--- config.mk ---
export PLATFORM = sky130hd
export DESIGN_NAME = sgn_tally_walker
export DESIGN_NICKNAME = d
export VERILOG_FILES = /design/src/rtl/sgn_tally_pkg.sv /design/src/rtl/sgn_tally_ctrl.sv /design/src/rtl/sgn_tally_dp.sv /design/src/rtl/sgn_tally_walker.sv
export SDC_FILE = /design/constraint.sdc
export NUM_CORES = 1
export LEC_CHECK = 0
export BUFFER_PORTS_ARGS = -buffer_cell sky130_fd_sc_hd__buf_2
export CAP_MARGIN = 30
export CORE_MARGIN = 4
export CORE_UTILIZATION = 50
export CTS_CLUSTER_DIAMETER = 120
export DETAILED_ROUTE_END_ITERATION = 12
export PLACE_DENSITY = 0.76
export SLEW_MARGIN = 20
export SYNTH_ARGS = -nofsm -noshare
export SYNTH_HDL_FRONTEND = slang
export SYNTH_SLANG_ARGS = --single-unit
--- constraint.sdc ---
create_clock -name clk -period 6.4 [get_ports clk]
set_input_delay 0.32 -clock clk [delete_from_list [all_inputs] [get_ports clk]]
set_output_delay 0.32 -clock clk [all_outputs]
set_load 0.02 [all_outputs]
--- src/rtl/sgn_tally_pkg.sv ---
package sgn_tally_pkg;

  typedef enum logic [3:0] {
    ST_IDLE = 4'd0,
    ST_CMP  = 4'd1,
    ST_RD   = 4'd2,
    ST_SIGN = 4'd3,
    ST_INC  = 4'd4,
    ST_DEC  = 4'd5,
    ST_WR   = 4'd6,
    ST_NEXT = 4'd7,
    ST_FIN  = 4'd8
  } tally_state_e;

endpackage

--- src/rtl/sgn_tally_ctrl.sv ---
module sgn_tally_ctrl
  import sgn_tally_pkg::*;
(
  input  logic clk,
  input  logic rst_n,
  input  logic start,
  input  logic idx_at_end,
  input  logic word_pos,
  output logic clr_run,
  output logic rd_evt,
  output logic wr_evt,
  output logic inc_evt,
  output logic dec_evt,
  output logic idx_step,
  output logic done
);

  tally_state_e state_q, state_d;
  logic         accept;

  assign accept   = start && (state_q == ST_IDLE || state_q == ST_FIN);
  assign clr_run  = accept;
  assign rd_evt   = (state_q == ST_RD);
  assign wr_evt   = (state_q == ST_WR);
  assign inc_evt  = (state_q == ST_INC);
  assign dec_evt  = (state_q == ST_DEC);
  assign idx_step = (state_q == ST_NEXT);
  assign done     = (state_q == ST_FIN);

  always_comb begin
    state_d = state_q;
    unique case (state_q)
      ST_IDLE: if (accept) state_d = ST_CMP;
      ST_FIN:  if (accept) state_d = ST_CMP;
      ST_CMP:  state_d = idx_at_end ? ST_FIN : ST_RD;
      ST_RD:   state_d = ST_SIGN;
      ST_SIGN: state_d = word_pos ? ST_INC : ST_DEC;
      ST_INC:  state_d = ST_WR;
      ST_DEC:  state_d = ST_WR;
      ST_WR:   state_d = ST_NEXT;
      ST_NEXT: state_d = ST_CMP;
      default: state_d = ST_IDLE;
    endcase
  end

  always_ff @(posedge clk or negedge rst_n) begin
    if (!rst_n) state_q <= ST_IDLE;
    else        state_q <= state_d;
  end

  // completion is held until a new start arrives
  assert_done_holds_R6: assert property (@(posedge clk) disable iff (!rst_n)
    done && !start |=> done);

  // a start seen mid-run does not restart the walk
  assert_busy_start_ignored_R9: assert property (@(posedge clk) disable iff (!rst_n)
    start && (state_q == ST_RD) |=> state_q == ST_SIGN);

endmodule

--- src/rtl/sgn_tally_dp.sv ---
module sgn_tally_dp #(
  parameter int DATA_W = 16,
  parameter int ADDR_W = 16,
  parameter int ELEMS  = 100,
  localparam int IDX_W = $clog2(ELEMS + 1)
) (
  input  logic              clk,
  input  logic              rst_n,
  input  logic [ADDR_W-1:0] base_addr,
  input  logic [DATA_W-1:0] mem_rdata,
  input  logic              clr_run,
  input  logic              rd_evt,
  input  logic              wr_evt,
  input  logic              inc_evt,
  input  logic              dec_evt,
  input  logic              idx_step,
  output logic              idx_at_end,
  output logic              word_pos,
  output logic [ADDR_W-1:0] mem_addr,
  output logic [DATA_W-1:0] mem_wdata,
  output logic [DATA_W-1:0] count_out
);

  localparam logic [IDX_W-1:0] LAST_IDX = IDX_W'(ELEMS);

  function automatic logic is_positive(input logic [DATA_W-1:0] w);
    return !w[DATA_W-1] && (|w);
  endfunction

  function automatic logic [DATA_W-1:0] step_count(input logic [DATA_W-1:0] c,
                                                   input logic up);
    return up ? c + DATA_W'(1) : c - DATA_W'(1);
  endfunction

  function automatic logic [ADDR_W-1:0] elem_addr(input logic [ADDR_W-1:0] b,
                                                  input logic [IDX_W-1:0] i);
    return b + ADDR_W'(i);
  endfunction

  logic [ADDR_W-1:0] base_q;
  logic [IDX_W-1:0]  idx_q;
  logic [DATA_W-1:0] cnt_q;
  logic [ADDR_W-1:0] rd_addr_q;

  assign idx_at_end = (idx_q == LAST_IDX);
  assign word_pos   = is_positive(mem_rdata);
  assign mem_addr   = elem_addr(base_q, idx_q);
  assign mem_wdata  = cnt_q;
  assign count_out  = cnt_q;

  always_ff @(posedge clk or negedge rst_n) begin
    if (!rst_n) begin
      base_q    <= '0;
      idx_q     <= '0;
      cnt_q     <= '0;
      rd_addr_q <= '0;
    end else begin
      if (clr_run) begin
        base_q <= base_addr;
        idx_q  <= '0;
        cnt_q  <= '0;
      end else begin
        if (idx_step) idx_q <= idx_q + IDX_W'(1);
        if (inc_evt || dec_evt) cnt_q <= step_count(cnt_q, inc_evt);
      end
      if (rd_evt) rd_addr_q <= mem_addr;
    end
  end

  // an accepted start zeroes count and index
  assert_clear_on_start_R2: assert property (@(posedge clk) disable iff (!rst_n)
    clr_run |=> (cnt_q == '0) && (idx_q == '0));

  // up step on a positive word, down step otherwise
  assert_up_step_R4: assert property (@(posedge clk) disable iff (!rst_n)
    inc_evt |=> cnt_q == $past(cnt_q) + DATA_W'(1));
  assert_down_step_R4: assert property (@(posedge clk) disable iff (!rst_n)
    dec_evt |=> cnt_q == $past(cnt_q) - DATA_W'(1));

  // writeback targets the location that was read
  assert_wr_same_addr_R5: assert property (@(posedge clk) disable iff (!rst_n)
    wr_evt |-> mem_addr == rd_addr_q);

  // the index never runs past the array length
  assert_idx_bound_R3: assert property (@(posedge clk) disable iff (!rst_n)
    idx_q <= LAST_IDX);

endmodule

--- src/rtl/sgn_tally_walker.sv ---
module sgn_tally_walker #(
  parameter int DATA_W = 16,
  parameter int ADDR_W = 16,
  parameter int ELEMS  = 100
) (
  input  logic              clk,
  input  logic              rst_n,
  input  logic              start,
  input  logic [ADDR_W-1:0] base_addr,
  output logic [ADDR_W-1:0] mem_addr,
  output logic              mem_rd,
  output logic              mem_wr,
  input  logic [DATA_W-1:0] mem_rdata,
  output logic [DATA_W-1:0] mem_wdata,
  output logic [DATA_W-1:0] result,
  output logic              done
);

  logic clr_run, rd_evt, wr_evt, inc_evt, dec_evt, idx_step;
  logic idx_at_end, word_pos;

  sgn_tally_ctrl u_ctrl (
    .clk        (clk),
    .rst_n      (rst_n),
    .start      (start),
    .idx_at_end (idx_at_end),
    .word_pos   (word_pos),
    .clr_run    (clr_run),
    .rd_evt     (rd_evt),
    .wr_evt     (wr_evt),
    .inc_evt    (inc_evt),
    .dec_evt    (dec_evt),
    .idx_step   (idx_step),
    .done       (done)
  );

  sgn_tally_dp #(
    .DATA_W (DATA_W),
    .ADDR_W (ADDR_W),
    .ELEMS  (ELEMS)
  ) u_dp (
    .clk        (clk),
    .rst_n      (rst_n),
    .base_addr  (base_addr),
    .mem_rdata  (mem_rdata),
    .clr_run    (clr_run),
    .rd_evt     (rd_evt),
    .wr_evt     (wr_evt),
    .inc_evt    (inc_evt),
    .dec_evt    (dec_evt),
    .idx_step   (idx_step),
    .idx_at_end (idx_at_end),
    .word_pos   (word_pos),
    .mem_addr   (mem_addr),
    .mem_wdata  (mem_wdata),
    .count_out  (result)
  );

  assign mem_rd = rd_evt;
  assign mem_wr = wr_evt;

  // read and write strobes are exclusive at the block edge
  assert_rd_wr_exclusive_R7: assert property (@(posedge clk) disable iff (!rst_n)
    !(mem_rd && mem_wr));

endmodule

[Word level (Yosys, flattened, before mapping)]
Index checks and enable logic that the tools add are counted.
Word-level totals
  bits in registers: 43
  input port bits: 35
  output and inout bits: 51
  logic and storage cells: 38
Operators by class
  muxes and demuxes: 9
  reduce and logical (&&, ||, !) cells: 11
  equal/unequal tests: 10
  $add $sub $neg: 4
Operators by type and width (count)
  $mux W16: 3
  $pmux W4 S7: 1
  $add A16 B1 Y16 const B: 1
  $add A16 B7 Y16: 1
  $eq A4 B3 Y1 const B: 4
  $reduce_or A16 Y1: 1
  $sub A16 B1 Y16 const B: 1
  $mux W7: 2
  $eq A4 B2 Y1 const B: 2
  $mux W4: 2
  $add A7 B1 Y7 const B: 1
  $eq A7 B7 Y1 const B: 1
  $eq A4 B1 Y1 const B: 1
  $eq A4 B4 Y1 const B: 1
  $logic_not A4 Y1: 1
  $reduce_bool A2 Y1: 2
  $reduce_or A2 Y1: 2
  $logic_and A1 B1 Y1: 2
  $logic_or A1 B1 Y1: 2
  $ne A2 B1 Y1 const B: 1
  $logic_not A1 Y1: 1
  $mux W1: 1

[Depth between registers and ports, before layout]
Gate-level depths: netlist of the first run.
  depth in word-level cells: 5
  depth in mapped cells: 12
  gate-level depth less buffers: 11

[Modules after synthesis]
Synthesis of the first run repeated with hierarchy kept, for this count alone.
Unflattened totals
  cell total of the unflattened synthesis: 308
  area, all modules: 3002.9 µm²
Modules (own cells, without submodules)
  sgn_tally_dp: instances 1, cells an instance 278, sequential area each 975.9 µm², area an instance 2752.6 µm²
  sgn_tally_ctrl: instances 1, cells an instance 30, sequential area each 100.1 µm², area an instance 250.2 µm²

[Worst setup path before layout of the first run]
OpenSTA, ideal clock, no wires.
  kind: register -> register
  start: register u_ctrl.state_q[3]
  end: register u_dp.cnt_q[15] (netlist: u_dp.count_out[15])
  buffers on the path: 0
  required time: 6.268 ns
  setup time: 0.132 ns
  stages on the path, launching flop included: 11
  period minus slack after synthesis: 2.984 ns
  arrival: 2.853 ns
  setup slack: 3.416 ns
  cells stage by stage: dfrtp_1 nand2b_1 nor2_1 nand2_1 ha_1 and3_2 a221o_1 a31oi_2 o21ai_2 a2111oi_4 o211ai_1
On the way
  cells in the longest elaborated chain, start to end: 4
  elaborated cells between the ends (all ways): 11
  those cells by class: eq/ne: 3; mux: 3; reduce/logical: 5
Ends and longest elaborated chain
  start: declaration: RTL line sgn_tally_ctrl.sv:18  | tally_state_e state_q, state_d;
  start signal: assignment: RTL line sgn_tally_ctrl.sv:48  | else state_q <= state_d;
  $eq A4 B3 Y1 (tied with other cells): RTL line sgn_tally_ctrl.sv:25  | assign inc_evt = (state_q == ST_INC);
  $mux W16 or $logic_or A1 B1 Y1 (tied branches): RTL line sgn_tally_dp.sv:32, sgn_tally_ctrl.sv:21
  $mux W16 or $logic_and A1 B1 Y1 (tied branches): RTL line sgn_tally_dp.sv:64, sgn_tally_ctrl.sv:21
  $mux W16 or $reduce_bool A2 Y1 (tied branches)
  end signal: assignment: RTL line sgn_tally_dp.sv:64  | if (inc_evt || dec_evt) cnt_q <= step_count(cnt_q, inc_evt);
  end: declaration: RTL line sgn_tally_dp.sv:42  | logic [DATA_W-1:0] cnt_q;
Parallel ways exist; a longest one is shown, timed or not. The select of a mux whose other input is x is not followed.
A chain may end at the register's enable or synchronous reset.

[Worst setup path after layout of the first run]
  start: register u_ctrl.state_q[2]
  end: register u_dp.cnt_q[15] (netlist: u_dp.count_out[15])
Same word-level chain as after synthesis.

==> results of run 1 <==
-- layout make-up --
class | instances | area [um2] | area share
Inverter | 18 | 67.6 | 0.0184
Multi-Input combinational cell | 263 | 1880 | 0.512
Timing Repair Buffer | 88 | 463 | 0.126
Tap cell | 75 | 93.8 | 0.0256
Clock buffer | 6 | 72.6 | 0.0198
Sequential cell | 43 | 1080 | 0.294
Clock inverter | 2 | 12.5 | 0.00342
-- cell families after synthesis --
family	Yosys count
AOI/OAI and AO/OA	77
xor gates and xnor gates	29
adders and majority gates	28
buffers and inverters	43
DFF	43
muxes	18
and+or+nand+nor	111
-- registers in the layout, summed over array words and instances (netlist names) --
name	count
u_ctrl.state_q	4
u_dp.count_out	16
u_dp.base_q	16
u_dp.idx_q	7
-- Yosys cell counts, types with 4 or more instances --
cell type   n  share of area
buf_4      16          0.038
mux2_2     15          0.053
ha_1       26           0.10
nor3_1     10          0.016
nand4_1     6          0.012
and3_1      6          0.012
dfrtp_1    43           0.34
nor4_1      4         0.0079
buf_2       5         0.0079
xor2_1     16          0.044
nand2_1    34          0.040
xnor2_1    13          0.036
nor2_1     21          0.025
inv_1      17          0.020
nand3_1     8          0.013
a21oi_1    26          0.041
clkbuf_1    4         0.0047
o21ai_0    24          0.038
-- report_power, final --
group          switching [W]  internal (W)
Clock              0.0000947     0.0000764
Combinational       0.000962      0.000655
Sequential          0.000147      0.000400
-- final timing paths --
check | from | end | slack, ns | cells after the start
setup / recovery | u_ctrl.state_q[2]$_DFFE_PN0P_ | u_dp.count_out[15]$_DFFE_PN0P_ | 2.95 | 10
hold / removal | base_addr[1] | u_dp.base_q[1]$_DFFE_PN0P_ | 0.23 | 3
setup reg to reg | u_ctrl.state_q[2]$_DFFE_PN0P_ | u_dp.count_out[15]$_DFFE_PN0P_ | 2.95 | 10
hold reg to reg | u_ctrl.state_q[3]$_DFFE_PN0P_ | u_ctrl.state_q[1]$_DFFE_PN0P_ | 0.51 | 1
max in group asynchronous | rst_n | u_dp.base_q[15]$_DFFE_PN0P_ | 5.45 | 3
min in group asynchronous | rst_n | u_ctrl.state_q[3]$_DFFE_PN0P_ | 0.48 | 2
-- layer usage --
| metal | track usage | routed length [um] | vias up |
|---|---|---|---|
| li1 | - | - | 1356 |
| met1 | 0.229 | 3040 | 1250 |
| met2 | 0.320 | 3140 | 81 |
| met3 | 0.0301 | 451 | 9 |
| met4 | 0.0391 | 64 | 0 |
| met5 | 0 | 0 | - |
-- stage by stage --
stage	instance area (um2)	setup WS, ns
2_1_floorplan	3180	3.42
3_3_place_gp	3550	3.08
3_5_place_dp	3570	2.96
4_1_cts	3660	2.95
5_1_grt	3660	2.64
6_report	3660	2.95
-- tightest hold or removal path: stages --
cell and delay, ns:
buf_2 0.07, nand2_1 0.03, o21ai_0 0.06
-- what timing repair did --
| item | CTS | global route |
|---|---|---|
| hold buffers | 1 | 0 |
| gates resized for setup | 0 | 0 |
| hold endpoints to repair | 13 | 0 |
==> impl_metrics.toml, run 1 <==
[run_status]
outcome = "finished clean"

[synthesis]
synth-main-ff-cell = "dfrtp_1"
synthXorXnorAreaFrac = 0.0799
post_synthesis_adder_cell_area_fraction = 0.115
synth_fp_nets = 412
edff_count_synth = 0
syn_inst = 349
ys_seq_area_frac = 0.338
synthesis.area_per_instance_um2 = 9.11
ys.warnings.count = 0
main_combinational_cell_family_by_area_after_synthesis = "simple AND/OR/NAND/NOR gates"
synth_async_sr_flop_share = 1.00
synth_mux_area_frac = 0.0625
synth_seq_cells = 43
synth_compound_gate_area_share = 0.154
synth_simple_gate_area_frac = 0.179
distinct_cells_synth = 53
cell_area_after_synthesis_um2 = 3180

[power]
leakage_nw = 1.79
total_power_w = 0.00234
max-vdd-ir-drop_mv = 0.372
power_density_nw_per_um2 = 638

[placed_design]
port_buffers = 85
gp_routability_congestion = 0.894
post-dp-hpwl_um = 5300
dp_cells = 486

[critical_path]
critical_path.n_buffers_inverters = 0
worstSetupStartpointType = "flop"
critPathKind = "reg -> reg"
worst_path_dominant_cell_family = "compound AO/OA/AOI/OAI gates"
cp_cell_sequence = "nand2b_1 > nor2_1 > nand2_1 > ha_1 > a21o_1 > a221o_1 > a31oi_2 > o21ai_2 > a2111oi_4 > o211ai_1"
worst-endpoint-arrival_ns = 3.63
critical_path.slowest_cell = "ha_1"
required_ns = 6.58
timing.critical_path.to_type = "flop"
critPathMaxFanout = 18
timing.critical_path.slowest_cell_delay_ns = 0.54

[layout]
core_utilization_of_the_finished_layout = 0.604
mostFrequentLayoutCells = "85 x buf_2, 43 x dfrtp_1, 34 x nand2_1"
antenna_cells = 0
areaGrowthSynthToFinish_pct = 15.1
post_route_cells_drive_above_1_share = 0.290
final_net_count = 482
most_common_cell_after_layout_fill_and_taps_aside = "buf_2"
final.fill_count = 521
layoutNonFillerInstCount = 495

[detailed_routing]
routed_wl_um = 6700
drt_first_pass_iters = 4
drt_first_iter_violations = 97
detail_route.vias_per_cell = 5.45
wl_per_cell_um = 13.5
antenna_violating_nets_post_route = 0
route.vias.total = 2696
residual_drc = 0

[floorplanning]
die_h_um = 87.8
initial_core_util = 0.525
die_width_um = 87.8
number_of_primary_i_o_pins = 86
die-area_um2 = 7700
core-area_um2 = 6060
floorplan.rows = 28

[timing]
timing.final.max_slew_violations = 0
setup_viol = 0
final.period_utilization = 0.539
timing.setup.tns_ns = 0
rsz0062_at_grt = "false"
period_minus_slack_ns = 3.45
final_hold_viol_count = 0
fin_worst_hold_slack_ns = 0.230
worst_case_headroom_to_the_max_slew_limit = 0.521
fmaxAchievable_mhz = 290
clock-skew-final_ns = 0.00830
tightest_slew_ns = 0.718

[global_routing]
grt_antenna_before_repair = 0
gr-total-overflow = 0
number_of_global_route_vias_before_repair = 2615
grt_use_total = 0.180
maximum_number_of_pins_on_one_net_before_global_route_repair = 31
grt_pass1_wl_um = 11300

[cts]
root_buffer = "clkbuf_8"
cts-htree-levels = 2
clk_pin_slew_ns = 0.08
postCtsSetupBuffers = 0
cts_tree = "built"
clock-sinks = 43
cts-root-to-sink-buffers = 2
worstSkewPairLatency_ns = 0.30
cts-buffers-inserted = 5

[min_path]
holdCritPathClass = "in -> reg"

[run]
timing.max_cap.violations = 0
Power figures use the tool's default switching activity.
==> inputs of run 2 (changes only) <==
--- a/config.mk
+++ b/config.mk
@@ -8,7 +8,7 @@
 export BUFFER_PORTS_ARGS = -buffer_cell sky130_fd_sc_hd__buf_2
 export CAP_MARGIN = 30
 export CORE_MARGIN = 4
-export CORE_UTILIZATION = 50
+export CORE_UTILIZATION = 48
 export CTS_CLUSTER_DIAMETER = 120
 export DETAILED_ROUTE_END_ITERATION = 12
 export PLACE_DENSITY = 0.76
==> constraint.sdc (replaced) <==
create_clock -name clk -period 3 [get_ports clk]
set_input_delay 0.15 -clock clk [delete_from_list [all_inputs] [get_ports clk]]
set_output_delay 0.15 -clock clk [all_outputs]
set_load 0.02 [all_outputs]
==> impl_metrics.toml, run 2 (same netlist as run 1, synthesis figures left out) <==
[run_status]
outcome = "finished clean"

[detailed_routing]
wl_per_cell_um = 14.2
detail_route.vias_per_cell = 5.45
antenna_violating_nets_post_route = 0
drt_first_pass_iters = 4
residual_drc = 0
routed_wl_um = 7160
route.vias.total = 2740
drt_first_iter_violations = 86

[layout]
mostFrequentLayoutCells = "85 x buf_2, 43 x dfrtp_1, 33 x nand2_1"
antenna_cells = 0
post_route_cells_drive_above_1_share = 0.310
multi_input_comb_area_um2 = 1890
final_net_count = 488
most_common_cell_after_layout_fill_and_taps_aside = "buf_2"
ff_latch_area_um2 = 1080
areaGrowthSynthToFinish_pct = 17.8
final.fill_count = 588

[critical_path]
regToRegSetupSlack_ns = 0.23
critPathMaxFanout = 5
worst_r2r_path_depth = 11
critical_path.reg2reg.endpoint = "u_dp.count_out[15]$_DFFE_PN0P_"
required_ns = 2.85
worst-endpoint-arrival_ns = 2.67
worst_r2r_startpoint = "u_ctrl.state_q[3]$_DFFE_PN0P_"
critPathKind = "reg -> out"
timing.critical_path.to_type = "output pin"
worstSetupStartpointType = "flop"

[cts]
cts_tree = "built"
clk_pin_slew_ns = 0.09
cts-htree-levels = 2
cts-root-to-sink-buffers = 2
worstSkewPairLatency_ns = 0.30
clock-sinks = 43
root_buffer = "clkbuf_8"
cts-buffers-inserted = 5
postCtsSetupBuffers = 0

[global_routing]
maximum_number_of_pins_on_one_net_before_global_route_repair = 44
grt_antenna_before_repair = 0
gr-total-overflow = 0
number_of_global_route_vias_before_repair = 2647
grt_pass1_wl_um = 11800
grt_use_total = 0.186

[timing]
clock-skew-final_ns = 0.0100
final_hold_viol_count = 0
timing.setup.tns_ns = 0
worst_case_headroom_to_the_max_slew_limit = 0.504
period_minus_slack_ns = 2.82
fmaxAchievable_mhz = 355
rsz0062_at_grt = "false"
final.period_utilization = 0.940
setup_viol = 0
timing.final.max_slew_violations = 0
tightest_slew_ns = 0.742

[floorplanning]
core-area_um2 = 6390
die-area_um2 = 7990
floorplan.rows = 29
initial_core_util = 0.498
die_width_um = 89.4
die_h_um = 89.4
number_of_primary_i_o_pins = 86

[min_path]
timing.hold.worst_endpoint = "u_dp.base_q[1]$_DFFE_PN0P_"
min_path_cells = 3
hold_start = "base_addr[1]"
holdCritPathClass = "in -> reg"

[placed_design]
post-dp-hpwl_um = 5480
port_buffers = 85
gp_routability_congestion = 0.927

[run]
timing.max_cap.violations = 0
-- run 2: worst max-delay path by stage --
stage,from,end,cells after the start,slack (ns)
floorplan,u_ctrl.state_q[3]$_DFFE_PN0P_,u_dp.count_out[15]$_DFFE_PN0P_,10,0.02
global placement,u_ctrl.state_q[3]$_DFFE_PN0P_,u_dp.count_out[10]$_DFFE_PN0P_,12,0.23
finish,u_dp.idx_q[0]$_DFFE_PN0P_,mem_addr[8],10,0.18
CTS,u_ctrl.state_q[3]$_DFFE_PN0P_,u_dp.count_out[10]$_DFFE_PN0P_,12,0.11
global route,u_dp.idx_q[0]$_DFFE_PN0P_,mem_addr[8],10,0.0001
detailed placement,u_ctrl.state_q[3]$_DFFE_PN0P_,u_dp.count_out[10]$_DFFE_PN0P_,12,0.13
-- run 2: repair_timing --
item | CTS | global route
hold buffers | 0 | 1
endpoints found under the setup margin | 0 | 3
gates resized for setup | 0 | 3
endpoints found under the hold margin | 0 | 14
-- run 2: final cells by class --
class	instances	area share
Multi-Input combinational cell	263	0.504
Sequential cell	43	0.287
Timing Repair Buffer	94	0.136
Tap cell	77	0.0257
Clock buffer	5	0.0184
Inverter	18	0.0180
Clock inverter	3	0.0117
-- run 2: worst max-delay path, cell delays in order (launching register included) --
cell and delay, ns:
dfrtp_1 0.46, ha_1 0.20, inv_1 0.05, fa_1 0.40, nor2b_1 0.12, o21ai_0 0.10, a21oi_1 0.27, o211ai_1 0.20
a21boi_0 0.24, xor2_1 0.15, buf_2 0.18
-- run 2: per-stage QoR --
| stage | worst slack [ns] | instances | hold WS [ns] | util | instance area, um2 |
|---|---|---|---|---|---|
| after floorplan | 0.0156 | 349 | -0.146 | - | 3180 |
| after global routing | 0.000143 | 503 | 0.0493 | 0.587 | 3750 |
| after CTS | 0.109 | 501 | 0.0241 | 0.581 | 3710 |
| final | 0.179 | 503 | 0.0551 | 0.587 | 3750 |
| after detailed placement | 0.133 | 493 | 0.357 | 0.563 | 3590 |
| after global placement | 0.232 | 493 | 0.352 | 0.563 | 3590 |
-- run 2: metal layers --
metal / vias to the layer above / track usage / share of wire
li1: 1373 / - / -
met1: 1273 / 0.235 / 0.44
met2: 86 / 0.328 / 0.48
met3: 8 / 0.0304 / 0.069
met4: 0 / 0.0541 / 0.010
met5: - / 0 / 0
Power of run 2 is not shown: default switching activity piles up to over one toggle a cycle in this logic, so the estimate is an artifact.
